<file path="config.mk">
export PLATFORM = sky130hd
export DESIGN_NAME = tgt_refcnt_mask
export DESIGN_NICKNAME = d
export VERILOG_FILES = /design/src/rtl/tgt_mask_pkg.sv /design/src/rtl/tgt_rst_sync.sv /design/src/rtl/tgt_ref_slot.sv /design/src/rtl/tgt_op_decode.sv /design/src/rtl/tgt_mask_edge.sv /design/src/rtl/tgt_refcnt_mask.sv
export SDC_FILE = /design/constraint.sdc
export NUM_CORES = 1
export LEC_CHECK = 0
export BUFFER_PORTS_ARGS = -buffer_cell sky130_fd_sc_hd__buf_2
export CORE_UTILIZATION = 35
export CTS_BUF_LIST = sky130_fd_sc_hd__clkbuf_8
export DETAILED_ROUTE_END_ITERATION = 10
export GPL_TIMING_DRIVEN = 0
export SYNTH_ARGS = -nofsm -noshare
export SYNTH_HDL_FRONTEND = slang
export SYNTH_SLANG_ARGS = --single-unit
</file>
<file path="constraint.sdc">
create_clock -name clk -period 2.15 [get_ports clk]
set_clock_uncertainty 0.15 [all_clocks]
set_input_delay 0.215 -clock clk [delete_from_list [all_inputs] [get_ports clk]]
set_output_delay 0.215 -clock clk [all_outputs]
set_load 0.02 [all_outputs]
</file>
<file path="src/rtl/tgt_mask_pkg.sv">
package tgt_mask_pkg;
  typedef enum logic [1:0] {
    OP_NONE = 2'd0,
    OP_INC  = 2'd1,
    OP_DEC  = 2'd2
  } slot_op_e;
endpackage

</file>
<file path="src/rtl/tgt_rst_sync.sv">
module tgt_rst_sync (
  input  logic clk,
  input  logic rst_n,
  output logic rst_sync_n
);
  logic [1:0] sync_q;

  always_ff @(posedge clk or negedge rst_n) begin
    if (!rst_n) sync_q <= 2'b00;
    else        sync_q <= {sync_q[0], 1'b1};
  end

  assign rst_sync_n = sync_q[1];
endmodule

</file>
<file path="src/rtl/tgt_ref_slot.sv">
module tgt_ref_slot
  import tgt_mask_pkg::*;
#(
  parameter int CNT_W = 8
) (
  input  logic             clk,
  input  logic             rst_n,
  input  slot_op_e         cmd_i,
  output logic [CNT_W-1:0] cnt_o,
  output logic             act_o
);
  logic [CNT_W-1:0] cnt_q, cnt_d;
  logic             act_q, act_d;
  logic             en;

  always_comb begin
    cnt_d = cnt_q;
    act_d = act_q;
    en    = (cmd_i != OP_NONE);
    unique case (cmd_i)
      OP_INC: begin
        cnt_d = cnt_q + 1'b1;
        act_d = 1'b1;
      end
      OP_DEC: begin
        cnt_d = cnt_q - 1'b1;
        if (cnt_q == CNT_W'(1)) act_d = 1'b0;
      end
      default: ;
    endcase
  end

  always_ff @(posedge clk or negedge rst_n) begin
    if (!rst_n) begin
      cnt_q <= '0;
      act_q <= 1'b0;
    end else if (en) begin
      cnt_q <= cnt_d;
      act_q <= act_d;
    end
  end

  assign cnt_o = cnt_q;
  assign act_o = act_q;
endmodule

</file>
<file path="src/rtl/tgt_op_decode.sv">
module tgt_op_decode
  import tgt_mask_pkg::*;
#(
  parameter int NUM_TGT = 6,
  parameter int IDX_W   = 3,
  parameter int CNT_W   = 8
) (
  input  logic             reg_i,
  input  logic             unreg_i,
  input  logic [IDX_W-1:0] idx_i,
  input  logic [CNT_W-1:0] cnt_i [NUM_TGT],
  input  logic             act_i [NUM_TGT],
  output slot_op_e         cmd_o [NUM_TGT],
  output logic             err_o
);
  localparam logic [CNT_W-1:0] CNT_MAX = {CNT_W{1'b1}};

  logic             in_rng;
  logic [CNT_W-1:0] hit_cnt;
  logic             hit_act;
  slot_op_e         sel_op;

  // Select the addressed slot without indexing beyond the array.
  always_comb begin
    in_rng  = 1'b0;
    hit_cnt = '0;
    hit_act = 1'b0;
    for (int i = 0; i < NUM_TGT; i++) begin
      if (idx_i == IDX_W'(i)) begin
        in_rng  = 1'b1;
        hit_cnt = cnt_i[i];
        hit_act = act_i[i];
      end
    end
  end

  always_comb begin
    err_o  = 1'b0;
    sel_op = OP_NONE;
    if (reg_i) begin
      if (unreg_i) err_o = 1'b1;
      if (!in_rng) begin
        err_o = 1'b1;
      end else if (hit_cnt == CNT_MAX) begin
        err_o = 1'b1;
      end else begin
        // a live count with a clear bit is an inconsistency
        if (hit_cnt != '0 && !hit_act) err_o = 1'b1;
        sel_op = OP_INC;
      end
    end else if (unreg_i) begin
      if (!in_rng || hit_cnt == '0 || !hit_act) err_o = 1'b1;
      else                                      sel_op = OP_DEC;
    end
  end

  for (genvar g = 0; g < NUM_TGT; g++) begin : g_cmd
    assign cmd_o[g] = (in_rng && idx_i == IDX_W'(g)) ? sel_op : OP_NONE;
  end
endmodule

</file>
<file path="src/rtl/tgt_mask_edge.sv">
module tgt_mask_edge #(
  parameter int NUM_TGT = 6
) (
  input  logic               clk,
  input  logic               rst_n,
  input  logic [NUM_TGT-1:0] mask_i,
  output logic               first_o,
  output logic               last_o
);
  logic any_now, any_q, any_en;

  assign any_now = |mask_i;
  assign any_en  = (any_now != any_q);

  always_ff @(posedge clk or negedge rst_n) begin
    if (!rst_n)      any_q <= 1'b0;
    else if (any_en) any_q <= any_now;
  end

  assign first_o = any_now & ~any_q;
  assign last_o  = ~any_now & any_q;
endmodule

</file>
<file path="src/rtl/tgt_refcnt_mask.sv">
module tgt_refcnt_mask
  import tgt_mask_pkg::*;
#(
  parameter int NUM_TGT = 6,
  parameter int IDX_W   = 3,
  parameter int CNT_W   = 8
) (
  input  logic                     clk,
  input  logic                     rst_n,
  input  logic                     reg_i,
  input  logic                     unreg_i,
  input  logic [IDX_W-1:0]         idx_i,
  output logic [NUM_TGT-1:0]       mask_o,
  output logic [NUM_TGT*CNT_W-1:0] cnt_o,
  output logic                     err_o,
  output logic                     first_act_o,
  output logic                     last_inact_o
);
  logic             rst_sync_n;
  slot_op_e         cmd   [NUM_TGT];
  logic [CNT_W-1:0] cnt_a [NUM_TGT];
  logic             act_a [NUM_TGT];
  logic             err_d, err_q;

  tgt_rst_sync u_rst (
    .clk        (clk),
    .rst_n      (rst_n),
    .rst_sync_n (rst_sync_n)
  );

  tgt_op_decode #(
    .NUM_TGT (NUM_TGT),
    .IDX_W   (IDX_W),
    .CNT_W   (CNT_W)
  ) u_dec (
    .reg_i   (reg_i),
    .unreg_i (unreg_i),
    .idx_i   (idx_i),
    .cnt_i   (cnt_a),
    .act_i   (act_a),
    .cmd_o   (cmd),
    .err_o   (err_d)
  );

  for (genvar g = 0; g < NUM_TGT; g++) begin : g_slot
    tgt_ref_slot #(.CNT_W(CNT_W)) u_slot (
      .clk   (clk),
      .rst_n (rst_sync_n),
      .cmd_i (cmd[g]),
      .cnt_o (cnt_a[g]),
      .act_o (act_a[g])
    );
    assign mask_o[g]                 = act_a[g];
    assign cnt_o[g*CNT_W +: CNT_W]   = cnt_a[g];
  end

  always_ff @(posedge clk or negedge rst_sync_n) begin
    if (!rst_sync_n) err_q <= 1'b0;
    else             err_q <= err_d;
  end
  assign err_o = err_q;

  tgt_mask_edge #(.NUM_TGT(NUM_TGT)) u_edge (
    .clk     (clk),
    .rst_n   (rst_sync_n),
    .mask_i  (mask_o),
    .first_o (first_act_o),
    .last_o  (last_inact_o)
  );
endmodule

</file>
# == Word level (Yosys, flattened, before mapping) ==
# Cells that the tools add are included.
# totals
word_cells,155
register_bits,58
output_inout_bits,57
inputBits,7
# op_classes
reduce_logical,39
n_addsub,12
n_eq_ne,31
bitwise,4
muxes,54
# ops
cell,n
case mux 8 bit (2 select lines),6
adder 8 x 1 -> 8 bit (second input constant),6
== test 8 x 1 -> 1 bit (second input constant),6
two-way mux 8 bit,6
subtractor 8 x 1 -> 8 bit (second input constant),6
two-way mux 1 bit,26
nonzero test 2 bit,12
two-way mux 2 bit,10
AND reduction 3 bit,6
== test 2 x 1 -> 1 bit (second input constant),6
== test 2 bit (second input constant),6
inequality test 2 x 1 -> 1 bit (second input constant),6
case mux 1 bit (2 select lines),6
AND reduction 2 bit,6
== test 8 bit (second input constant),1
logical NOT 8 bit,1
nonzero test 8 bit,1
logical AND 1 bit,7
== test 3 x 2 -> 1 bit (second input constant),2
== test 3 bit (second input constant),2
OR reduction 6 bit,1
== test 3 x 1 -> 1 bit (second input constant),1
logical NOT 3 bit,1
AND 1 bit,2
4 further kinds,7

# == Logic depth before layout (Yosys ltp) ==
# depth
word_depth,17
mapped_depth,17
mapped_depth_nobuf,13

# == Hierarchy ==
# Synthesis repeated with hierarchy kept, for this count alone.
# hier_totals
cells_unflattened,471
area_unflattened_um2,4431.8
# by_module_without_submodules
mod,instances,area_each_um2,cells_each,seq_area_each_um2
tgt_ref_slot,6,600.6,60,225.2
tgt_op_decode,1,669.4,98,0.0
tgt_mask_edge,1,80.1,9,25.0
tgt_rst_sync,1,53.8,3,50.0
tgt_refcnt_mask,1,25.0,1,25.0

# == Worst setup path after synthesis ==
# Ideal clock, no wire load.
# synth_timing
path_type,flip-flop to flip-flop
start,register g_slot[2].u_slot.cnt_q[3]
end,register g_slot[5].u_slot.cnt_q[5]
period_less_slack_ns,3.446
t_required_ns,1.867
slack_ns,-1.296
setup_ns,0.133
arrival_ns,3.162
stages_incl_launch_ff,13
path_buffers,1
path_cell_list,dfrtp_1 -> clkbuf_1 -> mux2_4 -> a22o_1 -> a22oi_1 -> nor4_1 -> nand2_1 -> nand4_1 -> ha_1 -> or4b_2 -> a21boi_0 -> nand2_1 -> xnor2_1
# synth_via
elab_chain_len,14
word_cells_on_any_way,20
classes_between,eq/ne (3); mux (11); reduce/logical (6)
# synth_lines
element,line_no,source
from (decl),tgt_ref_slot.sv:12,"logic [CNT_W-1:0] cnt_q, cnt_d;"
from (signal assigned),tgt_ref_slot.sv:38,cnt_q <= cnt_d;
two-way mux 8 bit * (4 in series),tgt_op_decode.sv:29,if (idx_i == IDX_W'(i)) begin
logical NOT 8 bit,tgt_op_decode.sv:52,if (!in_rng || hit_cnt == '0 || !hit_act) err_o = 1'b1;
logical OR 1 bit (2 in series),tgt_op_decode.sv:52,
two-way mux 2 bit,tgt_op_decode.sv:52,
two-way mux 2 bit,tgt_op_decode.sv:51,end else if (unreg_i) begin
two-way mux 2 bit *,tgt_op_decode.sv:40,if (reg_i) begin
two-way mux 2 bit *,tgt_op_decode.sv:58,assign cmd_o[g] = (in_rng && idx_i == IDX_W'(g)) ? sel_op : OP_NONE;
== test 2 x 1 -> 1 bit or == test 2 bit (tied branches),tgt_ref_slot.sv:20,unique case (cmd_i)
nonzero test 2 bit (no line),--,
AND reduction 2 bit (no line),--,
to (signal assigned),tgt_ref_slot.sv:38,
to (decl),tgt_ref_slot.sv:12,
# Mark *: on every way between the ends. The rest lies on a longest branch, timed or not.
# A chain may end at the register's enable or synchronous reset.

# == Worst setup path in the final report ==
# layout_timing
start,register g_slot[1].u_slot.cnt_q[0]
end,register g_slot[1].u_slot.cnt_q[5]
# layout_via
elab_chain_len,15
word_cells_on_any_way,23
classes_between,add/sub (2); eq/ne (3); mux (12); reduce/logical (6)
# layout_lines
element,line_no
from (decl),tgt_ref_slot.sv:12
from (signal assigned),tgt_ref_slot.sv:38
two-way mux 8 bit (5 in series),tgt_op_decode.sv:29
logical NOT 8 bit,tgt_op_decode.sv:52
logical OR 1 bit (2 in series),tgt_op_decode.sv:52
two-way mux 2 bit,tgt_op_decode.sv:52
two-way mux 2 bit,tgt_op_decode.sv:51
two-way mux 2 bit,tgt_op_decode.sv:40
two-way mux 2 bit,tgt_op_decode.sv:58
== test 2 x 1 -> 1 bit or == test 2 bit (tied branches),tgt_ref_slot.sv:20
nonzero test 2 bit (no line),--
AND reduction 2 bit (no line),--
# Several ways; a longest one is shown, not always the timed one.

==> impl_metrics.yaml <==
detailed_routing:
  routedWlPerCell_um: 17.44
  wirelength_um: 14690
  drc: 0
  dr.first_iter.drc_count: 342
  drt_first_pass_iters: 5
  ant_nets: 0
  viasPerCell: 5.336
  vias: 4493
worst_setup_path:
  cp_max_fo: 5
  path_class: "reg2reg"
  cp-start-kind: "flop"
  worst-r2r-setup-slack_ns: -0.97
  cp.arrival_ns: 3.26
  end_kind: "flop"
  crit_required_ns: 2.29
logic_synthesis:
  yosys_warnings: 0
  async_flop_share: 1.000
  synth_fa_ha_area_frac: 0.1218
  synth_mux_area_frac: 0.05871
  synth_compound_area_frac: 0.1382
  syn_inst: 515
  synth-simple-area-share: 0.2132
  ys_types: 60
  synth_top_family_by_area: "simple AND/OR/NAND/NOR gates"
  synth_enable_flop_cells: 0
  syn_nets: 566
  synth-seq-area-share: 0.3212
  synth-xor-area-share: 0.08142
  synth-seq-cells: 58
  netlist_area_um2: 4518
  synth_flop_cell: "dfrtp_1"
  synth.avg_cell_area_um2: 8.773
pwr:
  p_per_area_nw_per_um2: 794.5
  p_leak_uw: 0.003026
  ir_worst_vdd_uv: 382.3
  p_total_uw: 5514
finish:
  num-fill-cells: 1119
  diodes: 0
  mostFrequentLayoutCells: "76 x buf_4, 63 x buf_2, 40 x nand2_1"
  area_delta_synth_final_pct: 53.61
  drive_gt1_frac: 0.5328
  final_cells: 842
  mostFrequentLayoutCell: "buf_4"
  finalNetCount: 716
floorplan:
  initial_core_util: 0.3580
  die_area_um2: 13370
  die_w_um: 115.6
  num_rows: 41
  die_h_um: 115.6
  core_um2: 12620
  num_io_pins: 64
timing:
  whs_ns: 0.1235
  max_slew.worst_pin.slew_ns: 0.7889
  min_period_over_period: 1.451
  max_freq_mhz: 320.6
  report.final.slew_viol_count: 0
  tns_ns: -43.40
  setup-violations-final: 55
  slew-limit-headroom: 0.4741
  layout_min_cycle_time_ns: 3.119
  setup_ws_ns: -0.9692
  rsz0062_at_grt: "true"
  hold_viol_final: 0
clocking:
  cts_buffer_depth: 2
  h-tree-depth: 3
  clock_latency_ns: 0.37
  cts_tree: "done"
  numCtsBuffers: 9
  clock_sinks: 58
  cts-root-buf: "clkbuf_8"
  clk_pin_slew_ns: 0.07
grt:
  grt_pass1_vias: 4415
  grt_max_degree: 31
  grt_util_met2: 0.3872
  track_usage: 0.2259
  grt_overflow_total: 0
  busiest_layer: "met2"
  use_met1: 0.2702
  grt_first_pass_wirelength_um: 22920
  grtUsageMet3: 0.04916
  antenna_found_initial: 0
place:
  portBuffers: 60
  place_congestion: 0.8640
  dp_cells: 748
  dp.final_hpwl_um: 9323
job:
  maxCapViolations: 0
status:
  failed_checks: "negative setup slack"
  outcome: "complete, but fails checks"
worst_hold_path:
  min_path_type: "in2reg"
[layer usage]
| layer | wire, um | vias up | part of all wire |
|---|---|---|---|
| met3 | 815 | 37 | 0.055 |
| met4 | 512 | 0 | 0.035 |
| met5 | 0 | - | 0 |
| met1 | 6068 | 2225 | 0.41 |
| li1 | - | 2095 | - |
| met2 | 7291 | 136 | 0.50 |
[where the power goes]
group / total, uW / switching (uW) / internal, uW / leakage [uW]
clock network: 1160 / 485 / 675 / 0.000116
registers: 1610 / 265 / 1340 / 0.000701
logic: 2740 / 1530 / 1210 / 0.00221
total: 5510 / 2280 / 3230 / 0.00303
[cells in the mapped netlist, types with 6 or more instances]
master	count	share of area
a21oi_1	18	0.020
and2_1	6	0.0083
and3_1	6	0.0083
buf_4	9	0.015
clkbuf_1	15	0.012
dfrtp_1	58	0.32
ha_1	44	0.12
inv_1	29	0.024
mux2i_1	13	0.029
nand2_1	52	0.043
nand2b_1	9	0.012
nand3_1	8	0.0089
nand4_1	6	0.0083
nor2_1	45	0.037
nor2b_1	8	0.011
nor3_1	13	0.014
nor4_1	13	0.018
o21ai_0	34	0.038
o31ai_1	6	0.010
or4_1	6	0.010
xnor2_1	32	0.062
xor2_1	10	0.019
[final cells by class]
cell class	count	area, um^2	area share
Clock buffer	10	137.6	0.01983
Sequential cell	58	1496	0.2156
Multi-Input combinational cell	396	3631	0.5232
Buffer	23	196.4	0.02830
Timing Repair Buffer	148	1067	0.1538
Tap cell	172	215.2	0.03101
Inverter	29	116.4	0.01677
Clock inverter	6	80.08	0.01154
[cells by family (layout without fill, tap and decap cells)]
logic type	Yosys count	after routing
xor+xnor	42	42
compound gates	97	97
mux	22	22
flops	58	58
simple gates	190	190
fa+ha+maj	44	44
other cells	1	1
buf+inv	61	216
[flip-flops by register name, indices dropped and copies added (netlist names)]
register / count
g_slot.u_slot.cnt_o: 48
g_slot.u_slot.act_o: 6
u_rst.sync_q: 2
err_o: 1
u_edge.any_q: 1
[final timing paths]
| path | from | end | depth (start not counted) |
|---|---|---|---|
| max in group asynchronous | u_rst.sync_q[1] | g_slot[5].u_slot.cnt_o[2] | 1 |
| min | unreg_i | err_o | 3 |
| min reg2reg | u_rst.sync_q[1] | g_slot[0].u_slot.cnt_o[3] | 0 |
| min in group asynchronous | u_rst.sync_q[1] | g_slot[0].u_slot.cnt_o[3] | 0 |
| max reg2reg | g_slot[1].u_slot.cnt_o[0] | g_slot[1].u_slot.cnt_o[5] | 13 |
| max | g_slot[1].u_slot.cnt_o[0] | g_slot[1].u_slot.cnt_o[5] | 13 |
[per-stage QoR]
step	cell area (um^2)	setup slack, ns	util
final	6940	-0.9692	0.5500
after global routing	6940	-1.114	0.5500
after CTS	6569	-0.8872	0.5205
after detailed placement	5428	-1.354	0.4301
after global placement	5406	-1.311	0.4284
after floorplan	4891	-0.9073	-
[worst max-delay path: stages, from the launching register on]
cell and delay (ns):
dfrtp_2 0.43, mux4_2 0.51, nor4_4 0.28, o22ai_4 0.12
nor3_4 0.18, buf_6 0.17, buf_4 0.13, nor4_4 0.05
ha_4 0.23, nor2b_4 0.13, and3_4 0.22, a31oi_1 0.10
nor2_1 0.16, xor2_1 0.15
[repair_timing]
| action | in CTS | in global routing |
|---|---|---|
| buffers inserted | 63 | 21 |
| gates cloned | 2 | 0 |
| hold endpoints to repair | 2 | 0 |
| setup endpoints to repair | 55 | 57 |
| pin swaps | 76 | 62 |
| hold buffers | 2 | 0 |
| gates resized for setup | 118 | 55 |
No activity file was read; power rests on OpenSTA's default activity.
